$ cat src/rtl/fsic_pkg.sv
package fsic_pkg;
    localparam int NCOND   = 6;
    localparam int C_EMPTY = 0;
    localparam int C_FULL  = 1;
    localparam int C_NEMP  = 2;
    localparam int C_NFUL  = 3;
    localparam int C_OVF   = 4;
    localparam int C_UDF   = 5;
    localparam int IEN_ALL = 6;
    localparam int REG_W   = 32;

    typedef enum logic [2:0] {
        A_LEVEL  = 3'd0,
        A_STATUS = 3'd1,
        A_EVENT  = 3'd2,
        A_IEN    = 3'd3,
        A_NFUL   = 3'd4,
        A_NEMP   = 3'd5
    } addr_e;

    typedef enum logic {
        IRQ_IDLE,
        IRQ_ACTIVE
    } irq_state_e;
endpackage

$ cat src/rtl/fsic_store.sv
module fsic_store #(
    parameter int W     = 8,
    parameter int DEPTH = 8,
    parameter int LVL_W = $clog2(DEPTH + 1)
) (
    input  logic             clk,
    input  logic             rst_n,
    input  logic             wr_en,
    input  logic [W-1:0]     wr_data,
    input  logic             rd_en,
    output logic [W-1:0]     rd_data,
    output logic [LVL_W-1:0] level
);
    localparam int PTR_W = (DEPTH > 1) ? $clog2(DEPTH) : 1;
    localparam logic [PTR_W-1:0] LAST = PTR_W'(DEPTH - 1);
    localparam logic [LVL_W-1:0] FULL_LVL = LVL_W'(DEPTH);

    logic [W-1:0]     mem [DEPTH];
    logic [PTR_W-1:0] wptr, rptr;
    logic             is_full, is_empty, do_wr, do_rd;

    assign is_full  = (level == FULL_LVL);
    assign is_empty = (level == '0);
    assign do_wr    = wr_en && !is_full;
    assign do_rd    = rd_en && !is_empty;

    always_ff @(posedge clk) begin
        if (do_wr) mem[wptr] <= wr_data;
    end

    always_ff @(posedge clk) begin
        if (!rst_n) begin
            wptr    <= '0;
            rptr    <= '0;
            level   <= '0;
            rd_data <= '0;
        end else begin
            if (do_wr) wptr <= (wptr == LAST) ? '0 : wptr + 1'b1;
            if (do_rd) begin
                rptr    <= (rptr == LAST) ? '0 : rptr + 1'b1;
                rd_data <= mem[rptr];
            end
            unique case ({do_wr, do_rd})
                2'b10:   level <= level + 1'b1;
                2'b01:   level <= level - 1'b1;
                default: level <= level;
            endcase
        end
    end

    assert_level_bound_R1: assert property (@(posedge clk) disable iff (!rst_n)
        level <= FULL_LVL);
    assert_drop_push_R3: assert property (@(posedge clk) disable iff (!rst_n)
        (wr_en && is_full && !rd_en) |=> (level == FULL_LVL));
    assert_hold_data_R4: assert property (@(posedge clk) disable iff (!rst_n)
        (rd_en && is_empty) |=> ($stable(rd_data) && level == '0));
endmodule

$ cat src/rtl/fsic_monitor.sv
module fsic_monitor
    import fsic_pkg::*;
#(
    parameter int DEPTH = 8,
    parameter int LVL_W = $clog2(DEPTH + 1)
) (
    input  logic [LVL_W-1:0] level,
    input  logic             wr_en,
    input  logic             rd_en,
    input  logic [LVL_W-1:0] nful_thr,
    input  logic [LVL_W-1:0] nemp_thr,
    output logic [NCOND-1:0] status
);
    localparam logic [LVL_W-1:0] FULL_LVL = LVL_W'(DEPTH);

    always_comb begin
        status         = '0;
        status[C_EMPTY] = (level == '0);
        status[C_FULL]  = (level == FULL_LVL);
        status[C_NEMP]  = (level < nemp_thr);
        status[C_NFUL]  = (level > nful_thr);
        status[C_OVF]   = wr_en && (level == FULL_LVL);
        status[C_UDF]   = rd_en && (level == '0);
    end
endmodule

$ cat src/rtl/fsic_irq.sv
module fsic_irq
    import fsic_pkg::*;
(
    input  logic             clk,
    input  logic             rst_n,
    input  logic [NCOND-1:0] status,
    input  logic [NCOND-1:0] clr,
    input  logic [NCOND:0]   ien,
    output logic [NCOND-1:0] events,
    output logic             irq
);
    irq_state_e       state_q, state_d;
    logic [NCOND-1:0] ev_prev, cause_q, cause_d, rising, eff_en, pending;

    assign eff_en  = ien[IEN_ALL] ? '1 : ien[NCOND-1:0];
    assign rising  = events & ~ev_prev;
    assign pending = rising & eff_en;
    assign cause_d = (cause_q | pending) & events;

    always_ff @(posedge clk) begin
        if (!rst_n) begin
            events  <= '0;
            ev_prev <= '0;
            cause_q <= '0;
        end else begin
            events  <= (events & ~clr) | status;
            ev_prev <= events;
            cause_q <= cause_d;
        end
    end

    always_ff @(posedge clk) begin
        if (!rst_n) state_q <= IRQ_IDLE;
        else        state_q <= state_d;
    end

    always_comb begin
        state_d = state_q;
        unique case (state_q)
            IRQ_IDLE:   if (pending != '0) state_d = IRQ_ACTIVE;
            IRQ_ACTIVE: if (cause_d == '0) state_d = IRQ_IDLE;
            default:    state_d = IRQ_IDLE;
        endcase
    end

    always_comb begin
        irq = (state_q == IRQ_ACTIVE);
    end

    assert_sticky_set_R5: assert property (@(posedge clk) disable iff (!rst_n)
        (status != '0) |=> ((events & $past(status)) == $past(status)));
    assert_w1c_R6: assert property (@(posedge clk) disable iff (!rst_n)
        ((clr & ~status) != '0) |=> ((events & $past(clr & ~status)) == '0));
    assert_keep_R6: assert property (@(posedge clk) disable iff (!rst_n)
        ((events & ~clr) != '0) |=> ((events & $past(events & ~clr)) == $past(events & ~clr)));
    assert_irq_raise_R7: assert property (@(posedge clk) disable iff (!rst_n)
        (pending != '0) |=> irq);
    assert_irq_release_R9: assert property (@(posedge clk) disable iff (!rst_n)
        (irq && events == '0) |=> !irq);
endmodule

$ cat src/rtl/fifo_irq_ctrl.sv
module fifo_irq_ctrl
    import fsic_pkg::*;
#(
    parameter int W           = 8,
    parameter int DEPTH       = 8,
    parameter int NFUL_RESET  = DEPTH - 2,
    parameter int NEMP_RESET  = 2
) (
    input  logic             clk,
    input  logic             rst_n,
    input  logic             wr_en,
    input  logic [W-1:0]     wr_data,
    input  logic             rd_en,
    output logic [W-1:0]     rd_data,
    input  logic [2:0]       reg_addr,
    input  logic             reg_we,
    input  logic [REG_W-1:0] reg_wdata,
    output logic [REG_W-1:0] reg_rdata,
    output logic             irq
);
    localparam int LVL_W = $clog2(DEPTH + 1);

    logic [LVL_W-1:0] level, nful_thr, nemp_thr;
    logic [NCOND-1:0] status, events, clr;
    logic [NCOND:0]   ien;
    logic             unused_wdata;

    assign unused_wdata = ^reg_wdata[REG_W-1:NCOND+1];

    fsic_store #(.W(W), .DEPTH(DEPTH), .LVL_W(LVL_W)) u_store (
        .clk(clk), .rst_n(rst_n), .wr_en(wr_en), .wr_data(wr_data),
        .rd_en(rd_en), .rd_data(rd_data), .level(level)
    );

    fsic_monitor #(.DEPTH(DEPTH), .LVL_W(LVL_W)) u_monitor (
        .level(level), .wr_en(wr_en), .rd_en(rd_en),
        .nful_thr(nful_thr), .nemp_thr(nemp_thr), .status(status)
    );

    fsic_irq u_irq (
        .clk(clk), .rst_n(rst_n), .status(status), .clr(clr),
        .ien(ien), .events(events), .irq(irq)
    );

    assign clr = (reg_we && reg_addr == A_EVENT) ? reg_wdata[NCOND-1:0] : '0;

    always_ff @(posedge clk) begin
        if (!rst_n) begin
            ien      <= '0;
            nful_thr <= LVL_W'(NFUL_RESET);
            nemp_thr <= LVL_W'(NEMP_RESET);
        end else if (reg_we) begin
            unique case (reg_addr)
                A_IEN:   ien      <= reg_wdata[NCOND:0];
                A_NFUL:  nful_thr <= reg_wdata[LVL_W-1:0];
                A_NEMP:  nemp_thr <= reg_wdata[LVL_W-1:0];
                default: ;
            endcase
        end
    end

    always_comb begin
        unique case (reg_addr)
            A_LEVEL:  reg_rdata = REG_W'(level);
            A_STATUS: reg_rdata = REG_W'(status);
            A_EVENT:  reg_rdata = REG_W'(events);
            A_IEN:    reg_rdata = REG_W'(ien);
            A_NFUL:   reg_rdata = REG_W'(nful_thr);
            A_NEMP:   reg_rdata = REG_W'(nemp_thr);
            default:  reg_rdata = '0;
        endcase
    end

    assert_ien_readback_R10: assert property (@(posedge clk) disable iff (!rst_n)
        (reg_we && reg_addr == A_IEN) |=> (ien == $past(reg_wdata[NCOND:0])));
endmodule

$ cat config.mk
export PLATFORM = sky130hd
export DESIGN_NAME = fifo_irq_ctrl
export DESIGN_NICKNAME = d
export VERILOG_FILES = /design/src/rtl/fsic_pkg.sv /design/src/rtl/fsic_store.sv /design/src/rtl/fsic_monitor.sv /design/src/rtl/fsic_irq.sv /design/src/rtl/fifo_irq_ctrl.sv
export SDC_FILE = /design/constraint.sdc
export NUM_CORES = 1
export LEC_CHECK = 0
export ABC_AREA = 1
export BUFFER_PORTS_ARGS = -buffer_cell sky130_fd_sc_hd__buf_2
export CAP_MARGIN = 20
export CORE_AREA = 3 3 105 107
export CTS_CLUSTER_SIZE = 30
export DETAILED_ROUTE_END_ITERATION = 10
export DIE_AREA = 0 0 108 110
export GPL_TIMING_DRIVEN = 0
export HOLD_SLACK_MARGIN = 0.02
export PLACE_DENSITY = 0.78
export RECOVER_POWER = 25
export SYNTH_ARGS = -nofsm -noshare
export SYNTH_HDL_FRONTEND = slang
export SYNTH_SLANG_ARGS = --single-unit
$ cat constraint.sdc
create_clock -name clk -period 3.2 [get_ports clk]
set_input_delay 0.48 -clock clk [delete_from_list [all_inputs] [get_ports clk]]
set_output_delay 0.48 -clock clk [all_outputs]
set_load 0.05 [all_outputs]
======== Word-level counts from Yosys, hierarchy flattened ========
Memories as Yosys holds them, arrays and structs flattened. A register that Yosys moved wholly into a read port is not among the register bits.
Cells that the tools add are included.
word-level totals
  output and inout port bits .............. 41
  logic and storage cells ................. 63
  RAM bits ................................ 64
  latch bits .............................. 0
  ROM bits ................................ 0
  flip-flop bits (word level) ............. 44
  memories kept ........................... 1
memories
  name         depth  width  rd ports  clocked after Yosys merged registers in  write ports  RTL line          RTL
  u_store.mem  8      8      1         1                                        1            fsic_store.sv:18  logic [W-1:0] mem [DEPTH];
cells by class
  magnitude comparators ................... 2
  multiplexer cells ....................... 11
  reductions and logical operators ........ 16
  divide/modulo/power cells ............... 0
  eq/ne operators ......................... 10
  multipliers ............................. 0
  add/subtract/negate cells ............... 4
  bitwise operators ....................... 9
  shift operators ......................... 0
operator list
  kind                                              count
  one-hot mux 7 bit (6 select lines)                1
  AND 6 bit                                         4
  == test 3 bit, second input constant              4
  2-to-1 mux 6 bit                                  2
  inverter 6 bit                                    2
  OR 6 bit                                          2
  one-hot mux 4 bit (2 select lines)                1
  adder 3 x 1 -> 3 bit, second input constant       2
  == test 3 x 2 -> 1 bit, second input constant     2
  zero test 6 bit                                   1
  2-to-1 mux 3 bit                                  2
  AND reduction 2 bit                               3
  nonzero test 6 bit                                1
  logical AND 1 bit                                 5
  adder 4 x 1 -> 4 bit, second input constant       1
  == test 4 bit, second input constant              1
  greater-than comparator 4 bit                     1
  zero test 4 bit                                   1
  < comparator 4 bit                                1
  2-to-1 mux 1 bit                                  4
  subtractor 4 x 1 -> 4 bit, second input constant  1
  == test 3 x 1 -> 1 bit, second input constant     1
  zero test 1 bit                                   3
  zero test 3 bit                                   1
  other kinds (5)                                   5

======== Depth between registers and ports, before layout ========
  depth in word-level cells ............... 8
  depth in mapped cells ................... 14
  mapped depth without buffers ............ 14

======== By module ========
From an unflattened synthesis, not the netlist that was laid out.
unflattened totals
  cell total of the unflattened synthesis .. 724
  area, all modules ....................... 5858.1 um^2
modules (own cells, without submodules)
  module         seq. area each (um^2)  instances  cells each  area an instance (um^2)
  fsic_store     2282.2                 1          370         3607.2
  fifo_irq_ctrl  300.3                  1          196         1207.4
  fsic_irq       380.4                  1          118         808.3
  fsic_monitor   0.0                    1          40          235.2

======== Worst setup path before layout ========
No wires, ideal clock.
  path type ............................... input -> output
  start point ............................. input reg_addr[1]
  end point ............................... output reg_rdata[4]
  path buffers ............................ 0
  required time ........................... 2.720 ns
  stages on the path ...................... 4
  slack ................................... 1.199 ns
  data arrival time ....................... 1.521 ns
  cell sequence ........................... inv_1 > nor2_1 > nand2_1 > o221ai_1
on the way
  word-level cells in the longest chain between the ends .. 2
  elaborated cells on any way between the ends .. 7
ends and longest elaborated chain
  item                                         RTL line             RTL
  from (decl)                                  fifo_irq_ctrl.sv:15  input logic [2:0] reg_addr,
  == test 3 bit, or another cell as far along  fifo_irq_ctrl.sv:63  unique case (reg_addr)
  one-hot mux 7 bit (6 select lines) (*)       fifo_irq_ctrl.sv:63
  to (decl)                                    fifo_irq_ctrl.sv:18  output logic [REG_W-1:0] reg_rdata,
Every way passes the cells marked *; elsewhere a longest branch is shown, timed or not.

======== Worst setup path after layout ========
  start point ............................. register u_store.level[0]
  end point ............................... output reg_rdata[3]
on the way
  word-level cells in the longest chain between the ends .. 2
ends and longest elaborated chain
  item                                RTL line             RTL
  from (decl)                         fsic_store.sv:12     output logic [LVL_W-1:0] level
  from (signal assigned)              fsic_store.sv:44     2'b10: level <= level + 1'b1;
  from (signal assigned)              fsic_store.sv:45     2'b01: level <= level - 1'b1;
  from (signal assigned)              fsic_store.sv:46     default: level <= level;
  greater-than comparator 4 bit       fsic_monitor.sv:21   status[C_NFUL] = (level > nful_thr);
  one-hot mux 7 bit (6 select lines)  fifo_irq_ctrl.sv:63
No other way between the ends.

==> metrics.yaml <==
routed_wirelength_mm: 12.4
start_util: 0.538
drt_iter0_markers: 379
first_pass_iters: 6
rr_endpoint: "u_store.level[2]$_SDFFE_PN0P_"
async_flop_share: 0
ys_ff_latch: 116
r2r_cells: 13
grt_use_total: 0.217
crit_path_start: "u_store.level[0]$_SDFFE_PN0P_"
cts.clk_slew.worst_paths_ns: 0.05
switchingPower_mw: 1.85
hold_viol: 0
synth_edf_count: 64
r2r_slack_ns: 0.90
swShare: 0.350
internal_power_mw: 3.43
first_global_vias: 4145
io_pins: 89
grt_start_max_net_pins: 17
powerDensity_nw_per_um2: 812
synth-simple-area-share: 0.212
ant_nets: 0
netlist_top_cells_count: "nand2_1, inv_1, nand3_1"
setup_viol: 0
port_buffers: 37
synth_xor_area_frac: 0.00318
synth_compound_area_frac: 0.0794
synth_area_um2: 5500
critPathKind: "flop to primary output"
worstPathCellList: "inv_1 -> ha_1 -> inv_1 -> a21oi_1 -> o21ai_0 -> o211ai_1 -> nand3_1 -> buf_2"
vias_per_cell: 5.16
rows: 37
outcome: "finished clean"
hold_depth: 3
grt_setup_unrepaired: "false"
globalplace.congestion: 0.924
fin_util: 0.636
start_kind: "flop"
hold_buffers: 0
synthTopCellsByArea: "edfxtp_1, dfxtp_1, nand2_1, inv_1, nand3_1"
grt_pass1_wl_mm: 19.6
diodes: 0
clockPowerShare: 0.341
synth_ff_type: "edfxtp_1"
drc: 0
synth_top_family_by_area: "simple AND/OR/NAND/NOR gates"
wl_per_cell_um: 14.4
power.leakage_nw: 3.08
cts_resized: 0
tns_ns: 0
r2r_start: "u_store.level[2]$_SDFFE_PN0P_"
cts_tree: "yes"
p_comb_frac: 0.298
yosysMostFrequentCell: "nand2_1"
cp.required_ns: 2.72
filler_cell_count: 811
antenna_found_initial: 0
maxSlewHeadroom: 0.406
yosys.area.top_type_share: 0.349
synth_fa_ha_area_frac: 0.0318
die_area_um2: 11900
critical_path.slowest_cell: "dfxtp_1"
yosysTopAreaCell: "edfxtp_1"
critPathMaxFanout: 6
crit_path_end_kind: "primary output"
max_stage_delay_ns: 0.45
crit_family: "flip-flops"
clock_latency_ns: 0.52
seq_power_share: 0.361
cp_data_arrival_time_ns: 2.07
fin_crit_sh: 0.796
cts_buffer_depth: 2
nets: 778
ys_warn_count: 0
clock_sinks: 116
hold_class: "input pin to flop"
coreArea_um2: 10200
h-tree-depth: 4
post_cts_buffers: 0
post_synth_mux_area_share: 0
grt.overflow.total: 0
clock-root-buffer: "clkbuf_8"
ir_worst_vdd_uv: 435
syn_area_per_cell_um2: 8.65
synthesis.instances: 636
period_needed_ns: 2.55
ys_seq_area_frac: 0.538
drive_gt1_frac: 0.156
maxSlewViolCount: 0
min_to: "ien[5]$_SDFFE_PN0P_"
min_from: "reg_wdata[5]"
area_growth_pct: 18.2
fin_skew_ns: 0.00859
vias: 4465
cap_violations: 0
worstMarginPinSlew_ns: 0.887
path_buf_inv: 3
numCtsBuffers: 17
fmax_mhz: 393
synth_cell_types: 36
cpMostUsedCell: "inv_1"
post-dp-hpwl_mm: 8.64
dieHeight_um: 110
dieWidth_um: 108
==> routing by layer <==
layer | vias up | share of wire | GRT usage
met3 | 37 | 0.092 | 0.0577
li1 | 2164 | - | -
met5 | - | 0 | 0
met2 | 212 | 0.47 | 0.356
met1 | 2052 | 0.41 | 0.272
met4 | 0 | 0.030 | 0.0956
==> worst reg2reg max path, stage by stage (launching register included) <==
cell and delay [ns]:
dfxtp_1 0.45, inv_1 0.15, nand3_2 0.18, nand2_4 0.11, inv_2 0.20, ha_1 0.25, nand2_1 0.07, inv_1 0.08
nor2_1 0.06, ha_1 0.18, a21oi_1 0.17, xnor2_1 0.10, o21ai_0 0.16, inv_1 0.06
==> sequential cells by signal, summed over array words and instances, names as in the netlist <==
| signal | cells |
|---|---|
| u_store.level | 4 |
| u_irq.cause_q | 6 |
| u_irq.irq | 1 |
| u_irq.ev_prev | 6 |
| nful_thr | 4 |
| nemp_thr | 4 |
| u_store.rptr | 3 |
| u_irq.events | 6 |
| u_store.rd_data | 8 |
| u_store.wptr | 3 |
| ien | 7 |
| u_store.mem | 64 |
==> power by group through the flow <==
stage                     logic (mW)  clock network (mW)  registers, mW
after floorplan                 1.05                   0           2.03
after global placement          1.50                   0           1.93
after detailed placement        1.54                   0           1.93
after CTS                       1.56                1.82           1.91
after global routing            1.74                1.89           1.92
final                           1.57                1.80           1.91
==> per-stage QoR <==
stage	instances	total power [mW]	instance area (µm²)	setup WS, ns	hold slack, ns
final	865	5.28	6500	0.654	0.245
after global routing	865	5.55	6500	0.453	0.260
after CTS	865	5.29	6510	0.654	0.213
after detailed placement	833	3.48	5950	0.891	0.461
after global placement	833	3.43	5950	0.937	0.453
after floorplan	660	3.08	5590	1.20	0.433
==> cells by family after synthesis <==
| logic type | count (synthesis) |
|---|---|
| AO/OA/AOI/OAI | 81 |
| XOR/XNOR | 2 |
| buffers and inverters | 151 |
| AND/OR/NAND/NOR | 271 |
| flip-flops | 116 |
| other | 1 |
| adder cells (fa/ha/maj) | 14 |
==> layout make-up <==
type | instances | area [µm²] | area share
well taps | 136 | 170 | 0.0262
multi-input cells | 393 | 1890 | 0.291
plain buffers | 44 | 337 | 0.0518
inverters | 107 | 404 | 0.0622
flip-flops and latches | 116 | 2960 | 0.456
clock inverters | 12 | 138 | 0.0212
clock buffers | 20 | 425 | 0.0654
repair buffers | 37 | 176 | 0.0271
==> worst max path at each step <==
stage / to / slack, ns / cells past startpoint
6_report: reg_rdata[3] / 0.65 / 8
5_1_grt: reg_rdata[3] / 0.45 / 8
4_1_cts: reg_rdata[3] / 0.65 / 8
3_5_place_dp: reg_rdata[0] / 0.89 / 5
3_3_place_gp: reg_rdata[0] / 0.94 / 5
2_1_floorplan: reg_rdata[4] / 1.20 / 4
==> placed cells by master (no fill, tap or decap), types with 4 or more instances in the layout <==
| master | n |
|---|---|
| nand2_1 | 150 |
| inv_1 | 101 |
| nand3_1 | 66 |
| edfxtp_1 | 64 |
| dfxtp_1 | 52 |
| a21oi_1 | 39 |
| nor2_1 | 37 |
| buf_2 | 36 |
| buf_4 | 27 |
| o21ai_0 | 26 |
| conb_1 | 25 |
| clkbuf_16 | 16 |
| ha_1 | 14 |
| clkbuf_1 | 11 |
| a22oi_1 | 6 |
| buf_6 | 6 |
| clkinv_2 | 5 |
| inv_2 | 4 |
Note: power is estimated with default switching activity, not from simulation.
